**src/rtl/harvest_pkg.sv**
```systemverilog
package harvest_pkg;

    localparam int NFLAG  = 6;
    localparam int F_WAKE = 0;
    localparam int F_PEAK = 1;
    localparam int F_LVL  = 2;
    localparam int F_HI   = 3;
    localparam int F_LO   = 4;
    localparam int F_REV  = 5;

    typedef enum logic [2:0] {
        PH_IDLE    = 3'd0,
        PH_TRACK   = 3'd1,
        PH_PARTIAL = 3'd2,
        PH_FULL    = 3'd3,
        PH_GAP     = 3'd4,
        PH_DIRECT  = 3'd5,
        PH_CLOSE   = 3'd6
    } phase_e;

    typedef struct packed {
        logic up;
        logic down;
        logic to_top;
        logic to_zero;
        logic settle;
    } lvl_cmd_t;

    typedef struct packed {
        logic conv_on;
        logic direct_on;
        logic lvl_en;
        logic hi_en;
        logic lo_en;
    } drive_t;

    function automatic drive_t phase_drive(phase_e p);
        drive_t d;
        d = '0;
        unique case (p)
            PH_TRACK:   begin d.lvl_en = 1'b1; d.hi_en = 1'b1; end
            PH_PARTIAL: begin d.conv_on = 1'b1; d.lo_en = 1'b1; end
            PH_FULL:    begin d.conv_on = 1'b1; d.lvl_en = 1'b1; end
            PH_DIRECT:  d.direct_on = 1'b1;
            default:    d = '0;
        endcase
        return d;
    endfunction

endpackage

```
**src/rtl/hs_flag_sync.sv**
```systemverilog
module hs_flag_sync #(
    parameter int N      = 6,
    parameter int STAGES = 2
) (
    input  logic         clk,
    input  logic         rst,
    input  logic [N-1:0] raw,
    output logic [N-1:0] q_hi,
    output logic [N-1:0] q_lo
);
    logic [STAGES-1:0][N-1:0] chain;
    logic [N-1:0]             prev;

    always_ff @(posedge clk) begin
        if (rst) begin
            chain <= '0;
            prev  <= '0;
        end else begin
            chain[0] <= raw;
            for (int i = 1; i < STAGES; i++) begin
                chain[i] <= chain[i-1];
            end
            prev <= chain[STAGES-1];
        end
    end

    assign q_hi = chain[STAGES-1] & prev;
    assign q_lo = ~chain[STAGES-1] & ~prev;
endmodule

```
**src/rtl/hs_level_ctr.sv**
```systemverilog
module hs_level_ctr
    import harvest_pkg::*;
#(
    parameter int W      = 3,
    parameter int SETTLE = 4
) (
    input  logic         clk,
    input  logic         rst,
    input  lvl_cmd_t     cmd,
    output logic [W-1:0] cnt,
    output logic         settled
);
    localparam int HW = $clog2(SETTLE + 1);
    localparam logic [W-1:0] TOP = '1;

    logic [HW-1:0] hold;

    always_ff @(posedge clk) begin
        if (rst) begin
            cnt  <= '0;
            hold <= '0;
        end else begin
            if (cmd.to_zero)                 cnt <= '0;
            else if (cmd.to_top)             cnt <= TOP;
            else if (cmd.up && cnt != TOP)   cnt <= cnt + 1'b1;
            else if (cmd.down && cnt != '0)  cnt <= cnt - 1'b1;

            if (cmd.settle)                  hold <= HW'(SETTLE);
            else if (hold != '0)             hold <= hold - 1'b1;
        end
    end

    assign settled = (hold == '0);
endmodule

```
**src/rtl/hs_phase_fsm.sv**
```systemverilog
module hs_phase_fsm
    import harvest_pkg::*;
#(
    parameter int W = 3
) (
    input  logic             clk,
    input  logic             rst,
    input  logic [NFLAG-1:0] q_hi,
    input  logic [NFLAG-1:0] q_lo,
    input  logic [W-1:0]     cnt,
    input  logic             settled,
    output phase_e           phase,
    output lvl_cmd_t         cmd
);
    phase_e nxt;

    always_comb begin
        nxt = phase;
        cmd = '0;
        unique case (phase)
            PH_IDLE: if (q_hi[F_WAKE]) begin
                nxt = PH_TRACK;
                cmd.settle = 1'b1;
            end
            PH_TRACK: begin
                if (q_hi[F_PEAK]) begin
                    nxt = PH_FULL;
                    cmd.settle = 1'b1;
                end else if (q_hi[F_HI]) begin
                    nxt = PH_PARTIAL;
                    cmd.to_top = 1'b1;
                end else if (settled && q_hi[F_LVL]) begin
                    cmd.up = 1'b1;
                    cmd.settle = 1'b1;
                end
            end
            PH_PARTIAL: if (q_hi[F_LO]) begin
                nxt = PH_TRACK;
                cmd.settle = 1'b1;
            end
            PH_FULL: if (settled && q_lo[F_LVL]) begin
                if (cnt <= W'(1)) begin
                    nxt = PH_GAP;
                    cmd.to_zero = 1'b1;
                end else begin
                    cmd.down = 1'b1;
                    cmd.settle = 1'b1;
                end
            end
            PH_GAP:    nxt = PH_DIRECT;
            PH_DIRECT: if (q_hi[F_REV]) nxt = PH_CLOSE;
            PH_CLOSE: begin
                nxt = PH_IDLE;
                cmd.to_zero = 1'b1;
            end
            default:   nxt = PH_IDLE;
        endcase
    end

    always_ff @(posedge clk) begin
        if (rst) phase <= PH_IDLE;
        else     phase <= nxt;
    end
endmodule

```
**src/rtl/harvest_seq.sv**
```systemverilog
module harvest_seq
    import harvest_pkg::*;
#(
    parameter int LVL_W       = 3,
    parameter int SYNC_STAGES = 2,
    parameter int SETTLE_CYC  = 4
) (
    input  logic             clk,
    input  logic             rst,
    input  logic             wake_i,
    input  logic             peak_i,
    input  logic             lvl_above_i,
    input  logic             hi_thr_i,
    input  logic             lo_thr_i,
    input  logic             rev_i,
    output logic             s1_en,
    output logic             s2_en,
    output logic             sx_en,
    output logic             sy_en,
    output logic [LVL_W-1:0] ratio_code,
    output logic [LVL_W-1:0] ref_sel,
    output logic             lvl_trk_en,
    output logic             hi_trk_en,
    output logic             lo_trk_en
);
    localparam logic [LVL_W-1:0] DEEPEST = '1;

    logic [NFLAG-1:0] raw, q_hi, q_lo;
    logic [LVL_W-1:0] cnt;
    logic             settled;
    phase_e           phase;
    lvl_cmd_t         cmd;
    drive_t           drv;

    always_comb begin
        raw         = '0;
        raw[F_WAKE] = wake_i;
        raw[F_PEAK] = peak_i;
        raw[F_LVL]  = lvl_above_i;
        raw[F_HI]   = hi_thr_i;
        raw[F_LO]   = lo_thr_i;
        raw[F_REV]  = rev_i;
    end

    hs_flag_sync #(.N(NFLAG), .STAGES(SYNC_STAGES)) u_sync (
        .clk(clk), .rst(rst), .raw(raw), .q_hi(q_hi), .q_lo(q_lo)
    );

    hs_level_ctr #(.W(LVL_W), .SETTLE(SETTLE_CYC)) u_ctr (
        .clk(clk), .rst(rst), .cmd(cmd), .cnt(cnt), .settled(settled)
    );

    hs_phase_fsm #(.W(LVL_W)) u_fsm (
        .clk(clk), .rst(rst), .q_hi(q_hi), .q_lo(q_lo), .cnt(cnt),
        .settled(settled), .phase(phase), .cmd(cmd)
    );

    assign drv        = phase_drive(phase);
    assign s1_en      = drv.conv_on;
    assign s2_en      = drv.conv_on;
    assign sx_en      = drv.direct_on;
    assign sy_en      = drv.direct_on;
    assign lvl_trk_en = drv.lvl_en;
    assign hi_trk_en  = drv.hi_en;
    assign lo_trk_en  = drv.lo_en;

    always_comb begin
        unique case (phase)
            PH_PARTIAL: ratio_code = DEEPEST;
            PH_FULL:    ratio_code = cnt;
            default:    ratio_code = '0;
        endcase
        if (phase == PH_FULL && cnt != '0) ref_sel = cnt - 1'b1;
        else                               ref_sel = cnt;
    end
endmodule

```
**config.mk**
```make
export PLATFORM = sky130hd
export DESIGN_NAME = harvest_seq
export DESIGN_NICKNAME = d
export VERILOG_FILES = /design/src/rtl/harvest_pkg.sv /design/src/rtl/hs_flag_sync.sv /design/src/rtl/hs_level_ctr.sv /design/src/rtl/hs_phase_fsm.sv /design/src/rtl/harvest_seq.sv
export SDC_FILE = /design/constraint.sdc
export NUM_CORES = 1
export LEC_CHECK = 0
export ABC_AREA = 0
export CORE_AREA = 2 2 55 57
export DETAILED_ROUTE_END_ITERATION = 16
export DIE_AREA = 0 0 57 59
export PLACE_DENSITY = 0.71
export SYNTH_ARGS = -nofsm -noshare
export SYNTH_HDL_FRONTEND = slang
export SYNTH_SLANG_ARGS = --single-unit
export TNS_END_PERCENT = 50
```
**constraint.sdc**
```tcl
create_clock -name clk -period 2.8 [get_ports clk]
set_input_delay 0.56 -clock clk [delete_from_list [all_inputs] [get_ports clk]]
set_output_delay 0.56 -clock clk [all_outputs]
set_load 0.03 [all_outputs]
```
# ---- Word level (Yosys, flattened, before mapping)
# Cells that the tools add are included.
dict set report word_totals {
  register_bits 27
  inputBits 8
  out_inout_bits 13
  elab_cells 81
}
dict set report op_classes {
  n_addsub 3
  order_cmp 1
  n_eq_ne 13
  mux 37
  bitwise_logic 4
  n_reduce_logical 16
}
# operator count
set op_table {}
lappend op_table {{2-to-1 mux 3 bit} 13}
lappend op_table {{2-to-1 mux 1 bit} 19}
lappend op_table {{one-hot mux 3 bit (6 select lines)} 1}
lappend op_table {{== test 3 bit, second input constant} 3}
lappend op_table {{nonzero test 3 bit} 3}
lappend op_table {{OR reduction 2 bit} 4}
lappend op_table {{bitwise AND 6 bit} 1}
lappend op_table {{== test 3 x 2 -> 1 bit, second input constant} 2}
lappend op_table {{logical NOT 3 bit} 2}
lappend op_table {{inequality test 2 bit, second input constant} 3}
lappend op_table {{inequality test 3 bit, second input constant} 2}
lappend op_table {{NOT 3 bit} 2}
lappend op_table {{one-hot mux 3 bit (2 select lines)} 1}
lappend op_table {{AND reduction 6 bit} 1}
lappend op_table {{subtractor 3 x 1 -> 3 bit, second input constant} 2}
lappend op_table {{logical AND 1 bit} 5}
lappend op_table {{inequality test 2 x 1 -> 1 bit, second input constant} 2}
lappend op_table {{one-hot mux 1 bit (4 select lines)} 1}
lappend op_table {{adder 3 x 1 -> 3 bit, second input constant} 1}
lappend op_table {{bitwise AND 3 bit} 1}
lappend op_table {{== test 3 x 1 -> 1 bit, second input constant} 1}
lappend op_table {{<= comparator 3 x 1 -> 1 bit, second input constant} 1}
lappend op_table {{2-to-1 mux 2 bit} 1}
lappend op_table {{one-hot mux 1 bit (2 select lines)} 1}
lappend op_table {{nonzero test 2 bit} 1}

# ---- Longest topological paths before layout
# Gate-level depths: netlist (run 1).
dict set report depth {
  ltp_word 9
  ltp_mapped 8
  mapped_depth_nobuf 7
}

# ---- Cells and area by module
# From an unflattened synthesis (run 1), not the netlist that was laid out.
dict set report unflattened {
  cells_unflattened 164
  hier_area_um2 1443.9
}
# module n_inst cells_each area_each_um2 seq_area_each_um2
set modules_own_cells {}
lappend modules_own_cells {hs_flag_sync 1 49 549.3 360.3}
lappend modules_own_cells {hs_level_ctr 1 56 435.4 120.1}
lappend modules_own_cells {hs_phase_fsm 1 39 312.8 60.1}
lappend modules_own_cells {harvest_seq 1 20 146.4 0.0}

# ---- Worst setup path before layout (run 1)
# No wires, ideal clock.
dict set report synth_path {
  path_kind {register to output}
  start {register u_fsm.phase[2]}
  end {output sy_en}
  arrival_ns 1.612
  required_time_ns 2.240
  slack_ns 0.628
  path_stages_with_launch 4
  path_buffers 1
  cell_sequence {dfxtp_1 -> inv_4 -> nor3_1 -> buf_4}
}
dict set report synth_via {
  elab_chain_len 2
}
# item line_no
set synth_lines {}
lappend synth_lines {{start, declared} hs_phase_fsm.sv:12} ;# output phase_e phase,
lappend synth_lines {{start signal, assigned} hs_phase_fsm.sv:62} ;# else phase <= nxt;
lappend synth_lines {{== test 3 bit} harvest_pkg.sv:40} ;# unique case (p)
lappend synth_lines {{2-to-1 mux 1 bit} harvest_pkg.sv:40}
lappend synth_lines {{end, declared} harvest_seq.sv:19} ;# output logic sy_en,
# No other way between the ends.

# ---- Worst setup path in the final report (run 1)
dict set report layout_path {
  start {register u_fsm.phase[2]}
  end {output ref_sel[2]}
}
dict set report layout_via {
  elab_chain_len 3
}
# item line_no
set layout_lines {}
lappend layout_lines {{== test 3 x 2 -> 1 bit} harvest_seq.sv:73} ;# if (phase == PH_FULL && cnt != '0) ref_sel = cnt - 1'b1;
lappend layout_lines {{logical AND 1 bit} harvest_seq.sv:73}
lappend layout_lines {{2-to-1 mux 3 bit} harvest_seq.sv:73}
lappend layout_lines {{end, declared} harvest_seq.sv:21} ;# output logic [LVL_W-1:0] ref_sel,
# No other way between the ends.

==> results of run 1 <==
==> per-layer routing <==
layer | track usage | part of all wire | wire length [um] | vias up
li1 | - | - | - | 536
met4 | 0.0598 | 0.015 | 38 | 0
met2 | 0.292 | 0.50 | 1240 | 22
met1 | 0.187 | 0.45 | 1120 | 501
met3 | 0.0262 | 0.037 | 91 | 4
met5 | 0 | 0 | 0 | -
==> state kept, by name, indices dropped and copies added, names as in the netlist <==
name,cells
u_sync.chain,12
u_sync.prev,6
u_ctr.cnt,3
u_ctr.hold,3
u_fsm.phase,3
==> critical path, stage by stage (launching register included) <==
cell             delay, ps
dfxtp_1                570
and3b_2                290
a21oi_1                160
a31o_2                 120
clkdlybuf4s50_1        660
==> worst max-delay path by stage <==
stage / start / endpoint
6_report: u_fsm.phase[2] / ref_sel[2]
4_1_cts: u_ctr.cnt[0] / ref_sel[1]
2_1_floorplan: u_fsm.phase[2] / sy_en
5_1_grt: u_fsm.phase[2] / ref_sel[2]
3_5_place_dp: u_ctr.cnt[0] / ref_sel[1]
3_3_place_gp: u_ctr.cnt[1] / ref_sel[1]
==> layout by cell type (no fill, tap or decap), types with 2 or more instances in the layout <==
master	count
a211oi_1	2
a21oi_1	13
a31o_2	3
buf_4	2
clkbuf_4	3
clkdlybuf4s50_1	18
dfxtp_1	27
dlymetal6s2s_1	2
ha_1	7
inv_1	9
inv_4	2
nand2_1	9
nand3_1	5
nand3b_1	2
nor2_1	8
nor2b_1	18
nor3_1	4
o2111a_1	2
o21ai_0	2
xor2_1	2
==> layout make-up <==
| class | count | area, sq um | share of cell area |
|---|---|---|---|
| clock inverters | 1 | 5.00 | 0.00320 |
| flip-flops and latches | 27 | 541 | 0.346 |
| inverters | 11 | 46.3 | 0.0296 |
| clock buffers | 3 | 22.5 | 0.0144 |
| well taps | 31 | 38.8 | 0.0248 |
| repair buffers | 22 | 220 | 0.141 |
| multi-input cells | 99 | 691 | 0.442 |
==> cells by family (layout without fill, tap and decap cells) <==
logic type / after synthesis / in the layout / share of synthesized area
mux: 1 / 1 / 0.00749
compound gates: 31 / 31 / 0.167
flops: 27 / 27 / 0.404
fa+ha+maj: 7 / 7 / 0.0655
buf+inv: 18 / 37 / 0.0786
simple gates: 57 / 57 / 0.257
xor+xnor: 3 / 3 / 0.0197
==> stage by stage <==
stage	std cells	setup slack (ps)	hold slack, ps	area (sq um)
2_1_floorplan	144	628	414	1340
4_1_cts	194	43.0	456	1560
3_3_place_gp	190	508	417	1530
3_5_place_dp	190	416	423	1530
5_1_grt	194	36.3	463	1560
6_report	194	139	453	1560
==> power by group through the flow <==
stage               Combinational [mW]  Sequential, mW  Clock (mW)
floorplan                        0.167           0.433           0
global placement                 0.174           0.435           0
detailed placement               0.190           0.437           0
CTS                              0.192           0.429       0.169
global route                     0.210           0.431       0.187
finish                           0.190           0.429       0.159
==> what timing repair did <==
action | in CTS | in global routing
hold buffers | 0 | 0
gates resized for setup | 0 | 2
endpoints found under the hold margin | 0 | 0
setup endpoints to repair | 0 | 2
==> impl_metrics.yaml, run 1 <==
global_route:
  grt_use_total: 0.160
  overflow: 0
  grt_pass1_wl_um: 4260
  grt_max_degree: 25
  first_global_vias: 1007
  antenna_found_initial: 0
worst_setup_path:
  cp.arrival_ps: 2100
  path_class: "reg2out"
  regToRegStartpoint: "u_ctr.hold[0]"
  cp.required_ps: 2240
  endpoint_kind: "output pin"
  start_kind: "flop"
  rr_worst_depth: 7
  regToRegSetupSlack_ps: 870
  crit_fanout: 8
  r2r_end: "u_ctr.cnt[0]"
routing:
  routedWlPerCell_um: 12.8
  vias_per_cell: 5.48
  dr.pass1.iters: 4
  drtIter0Drc: 18
  final_antenna_net_count: 0
  post-route-drc-count: 0
  drt_wl_total_um: 2490
  via_count: 1063
cells_and_area:
  nNetsFinal: 179
  post-route-util: 0.577
  fillers: 280
  drive_gt1_frac: 0.117
  syn_to_final_growth_pct: 17.0
  n_antenna_cell: 0
clock_network:
  tritoncts: "done"
  htree_levels: 1
  cts.reportedPaths.clkPinSlew_ps: 130
  cts-root-buf: "clkbuf_4"
  cts.sinks: 27
  cts_made_buffers: 3
  postCtsSetupRepairBufs: 0
  insertion_delay_ps: 310
  cts_buffer_depth: 2
synthesis:
  synthTopCellsByCount: "dfxtp_1 (27), nor2b_1 (18), a21oi_1 (13), inv_1 (9), nand2_1 (9)"
  synth.most_common_cell: "dfxtp_1"
  synth_cell_types: 42
  seq_area_frac_synth: 0.404
  syn_nets: 159
  async_flop_share: 0
  synth_top_area_share: 0.404
  synth-edff-count: 0
  synth_area_leaders: "dfxtp_1 (40%), nor2b_1 (8.4%), ha_1 (6.6%)"
  postSynth.topFlopCell: "dfxtp_1"
  syn_area_sq_um: 1340
  yosysWarningCount: 0
  yosysTopAreaCell: "dfxtp_1"
  ys_ff_latch: 27
  synth_cells: 144
  syn_area_per_cell_sq_um: 9.28
floorplanning:
  coreArea_sq_um: 2710
  die_w_um: 57
  dieArea_sq_um: 3360
  start_util: 0.493
  ios: 21
  dieHeight_um: 59
  fp-row-count: 19
sta:
  timing_hold_violations_final: 0
  period_share: 0.950
  layout_min_cycle_time_ps: 2660
  maxSlewHeadroom: 0.753
  fmax_mhz: 376
  tns_ps: 0
  slew_viol_final: 0
  fin_worst_skew_ps: 2.04
  tightest_slew_ps: 370
  rsz0062_at_grt: "no"
  setup_viol: 0
place:
  place.gp.congestion: 0.888
  hpwl_um: 1900
  portBuffers: 20
worst_hold_path:
  min_path_cells: 1
  hold_start: "u_sync.chain[1]"
  holdPathEnd: "u_sync.chain[7]"
  hold_class: "reg2reg"
flow_run:
  max_cap_violations: 0
pwr:
  pwr-share-comb: 0.245
  intPower_uw: 558
  power.density_nw_per_um2: 497
  swShare: 0.283
  leakagePower_nw: 0.650
  pwr-share-clk: 0.204
  pwr-share-seq: 0.551
  peakVddDrop_v: 0.000389
  p_total_uw: 778
  power.net_switching_uw: 220
run_status:
  status: "complete, no violations"
Power figures use the tool's default switching activity.
==> run 2: changes to the inputs <==
--- a/config.mk
+++ b/config.mk
@@ -6,11 +6,12 @@
 export NUM_CORES = 1
 export LEC_CHECK = 0
 export ABC_AREA = 0
-export CORE_AREA = 2 2 55 57
+export CORE_AREA = 2 2 57 59
 export DETAILED_ROUTE_END_ITERATION = 16
-export DIE_AREA = 0 0 57 59
+export DIE_AREA = 0 0 59 61
 export PLACE_DENSITY = 0.71
 export SYNTH_ARGS = -nofsm -noshare
 export SYNTH_HDL_FRONTEND = slang
+export SYNTH_HIERARCHICAL = 1
 export SYNTH_SLANG_ARGS = --single-unit
 export TNS_END_PERCENT = 50
==> impl_metrics.yaml, run 2 <==
sta:
  rsz0062_at_grt: "no"
  timing_hold_violations_final: 0
  whs_ps: 452
  tns_ps: 0
  setup_ws_ps: 155
  period_share: 0.945
  fmax_mhz: 378
  maxSlewHeadroom: 0.532
  fin_worst_skew_ps: 2.14
  setup_viol: 0
  tightest_slew_ps: 692
  layout_min_cycle_time_ps: 2650
  slew_viol_final: 0
worst_setup_path:
  worstPathCellList: "inv_1 -> ha_1 -> ha_1 -> and4bb_4 -> mux2i_1 -> dlygate4sd2_1"
  slowest_delay_ps: 420
  start_kind: "flop"
  cp.required_ps: 2240
  critPathMostFrequentCell: "ha_1"
  endpoint_kind: "output pin"
  path_class: "reg2out"
  slowest_stage: "dlygate4sd2_1"
  cp.arrival_ps: 2090
  crit_fanout: 3
  crit_buf_inv: 2
  cp_top_family: "buffers and inverters"
place:
  portBuffers: 20
  hpwl_um: 1980
  dpl.cell_count: 214
  dp_slack_ps: 219
  place.gp.congestion: 0.826
cells_and_area:
  layout_commonest_cell: "dfxtp_1"
  drive_gt1_frac: 0.0865
  largest-register: "u_sync/chain"
  largest_reg_flops: 12
  top_regs: "u_sync/chain: 12 flops, u_sync/prev: 6 flops"
  final_cells: 218
  post-route-util: 0.579
  final_cell_mix: "dfxtp_1 (27), nor2b_1 (17), clkdlybuf4s50_1 (17)"
  nNetsFinal: 200
  n_antenna_cell: 0
  syn_to_final_growth_pct: 19.9
routing:
  vias_per_cell: 5.45
  dr.pass1.iters: 4
  via_count: 1188
  post-route-drc-count: 0
  drtIter0Drc: 30
  routedWlPerCell_um: 12.0
  drt_wl_total_um: 2620
  final_antenna_net_count: 0
pwr:
  power.net_switching_uw: 209
  power.density_nw_per_um2: 438
  pwr-share-seq: 0.564
  intPower_uw: 541
  peakVddDrop_v: 0.000328
  leakagePower_nw: 0.659
  swShare: 0.278
  pwr-share-clk: 0.215
  pwr-share-comb: 0.221
worst_hold_path:
  hold_class: "reg2reg"
clock_network:
  postCtsSetupRepairBufs: 0
  insertion_delay_ps: 310
  cts-root-buf: "clkbuf_4"
  cts.reportedPaths.clkPinSlew_ps: 130
  cts_buffer_depth: 2
  cts_made_buffers: 3
  ctsHoldBuffers: 0
  cts.sinks: 27
  tritoncts: "done"
  htree_levels: 1
global_route:
  grt_use_total: 0.163
  antenna_found_initial: 0
  grt_max_degree: 22
  first_global_vias: 1084
  grt_pass1_wl_um: 4570
  overflow: 0
synthesis:
  syn_nets: 173
  syn_area_per_cell_sq_um: 8.96
  syn_area_sq_um: 1430
  synth_cells: 159
  yosysWarningCount: 6
floorplanning:
  die_w_um: 59
  coreArea_sq_um: 2950
  dieHeight_um: 61
  ios: 21
  dieArea_sq_um: 3600
  fp-row-count: 20
  start_util: 0.483
run_status:
  status: "complete, no violations"
flow_run:
  max_cap_violations: 0
==> run 2: final cells by class <==
type / count / area, sq um
inverter: 12 / 45.0
timing repair buffer: 28 / 256
sequential: 27 / 541
multi-input combinational: 114 / 800
clock buffer: 4 / 26.3
tap: 33 / 41.3
fill: 269 / 1240
==> run 2: path summary, 6_finish.rpt <==
path                           to  slack (ps)       startpoint  depth (start not counted)
setup / recovery       ref_sel[1]         150     u_ctr/cnt[0]                          6
hold reg to reg   u_sync/chain[6]         450  u_sync/chain[0]                          1
setup reg to reg     u_ctr/cnt[2]         370    u_ctr/hold[0]                         11
hold / removal    u_sync/chain[6]         450  u_sync/chain[0]                          1
==> run 2: stage by stage <==
stage               total power [mW]  area [sq um]
floorplan                      0.542          1430
global placement               0.586          1690
detailed placement             0.599          1690
CTS                            0.761          1710
global route                   0.798          1710
finish                         0.749          1710
==> run 2: power groups by stage <==
stage | combinational, mW | clock, mW | sequential [mW]
3_3_place_gp | 0.157 | 0 | 0.429
2_1_floorplan | 0.114 | 0 | 0.428
4_1_cts | 0.168 | 0.171 | 0.422
5_1_grt | 0.188 | 0.185 | 0.426
6_report | 0.166 | 0.161 | 0.422
3_5_place_dp | 0.168 | 0 | 0.431
==> run 2: what timing repair did <==
item	CTS	global route
resized for setup	3	0
hold endpoints to repair	0	0
setup endpoints to repair	3	0
==> run 2: routing by layer <==
layer,global-route usage,vias up,share of wire
li1,-,604,-
met1,0.187,545,0.44
met2,0.308,35,0.51
met3,0.0192,4,0.044
met4,0.0584,0,0.011
met5,0,-,0
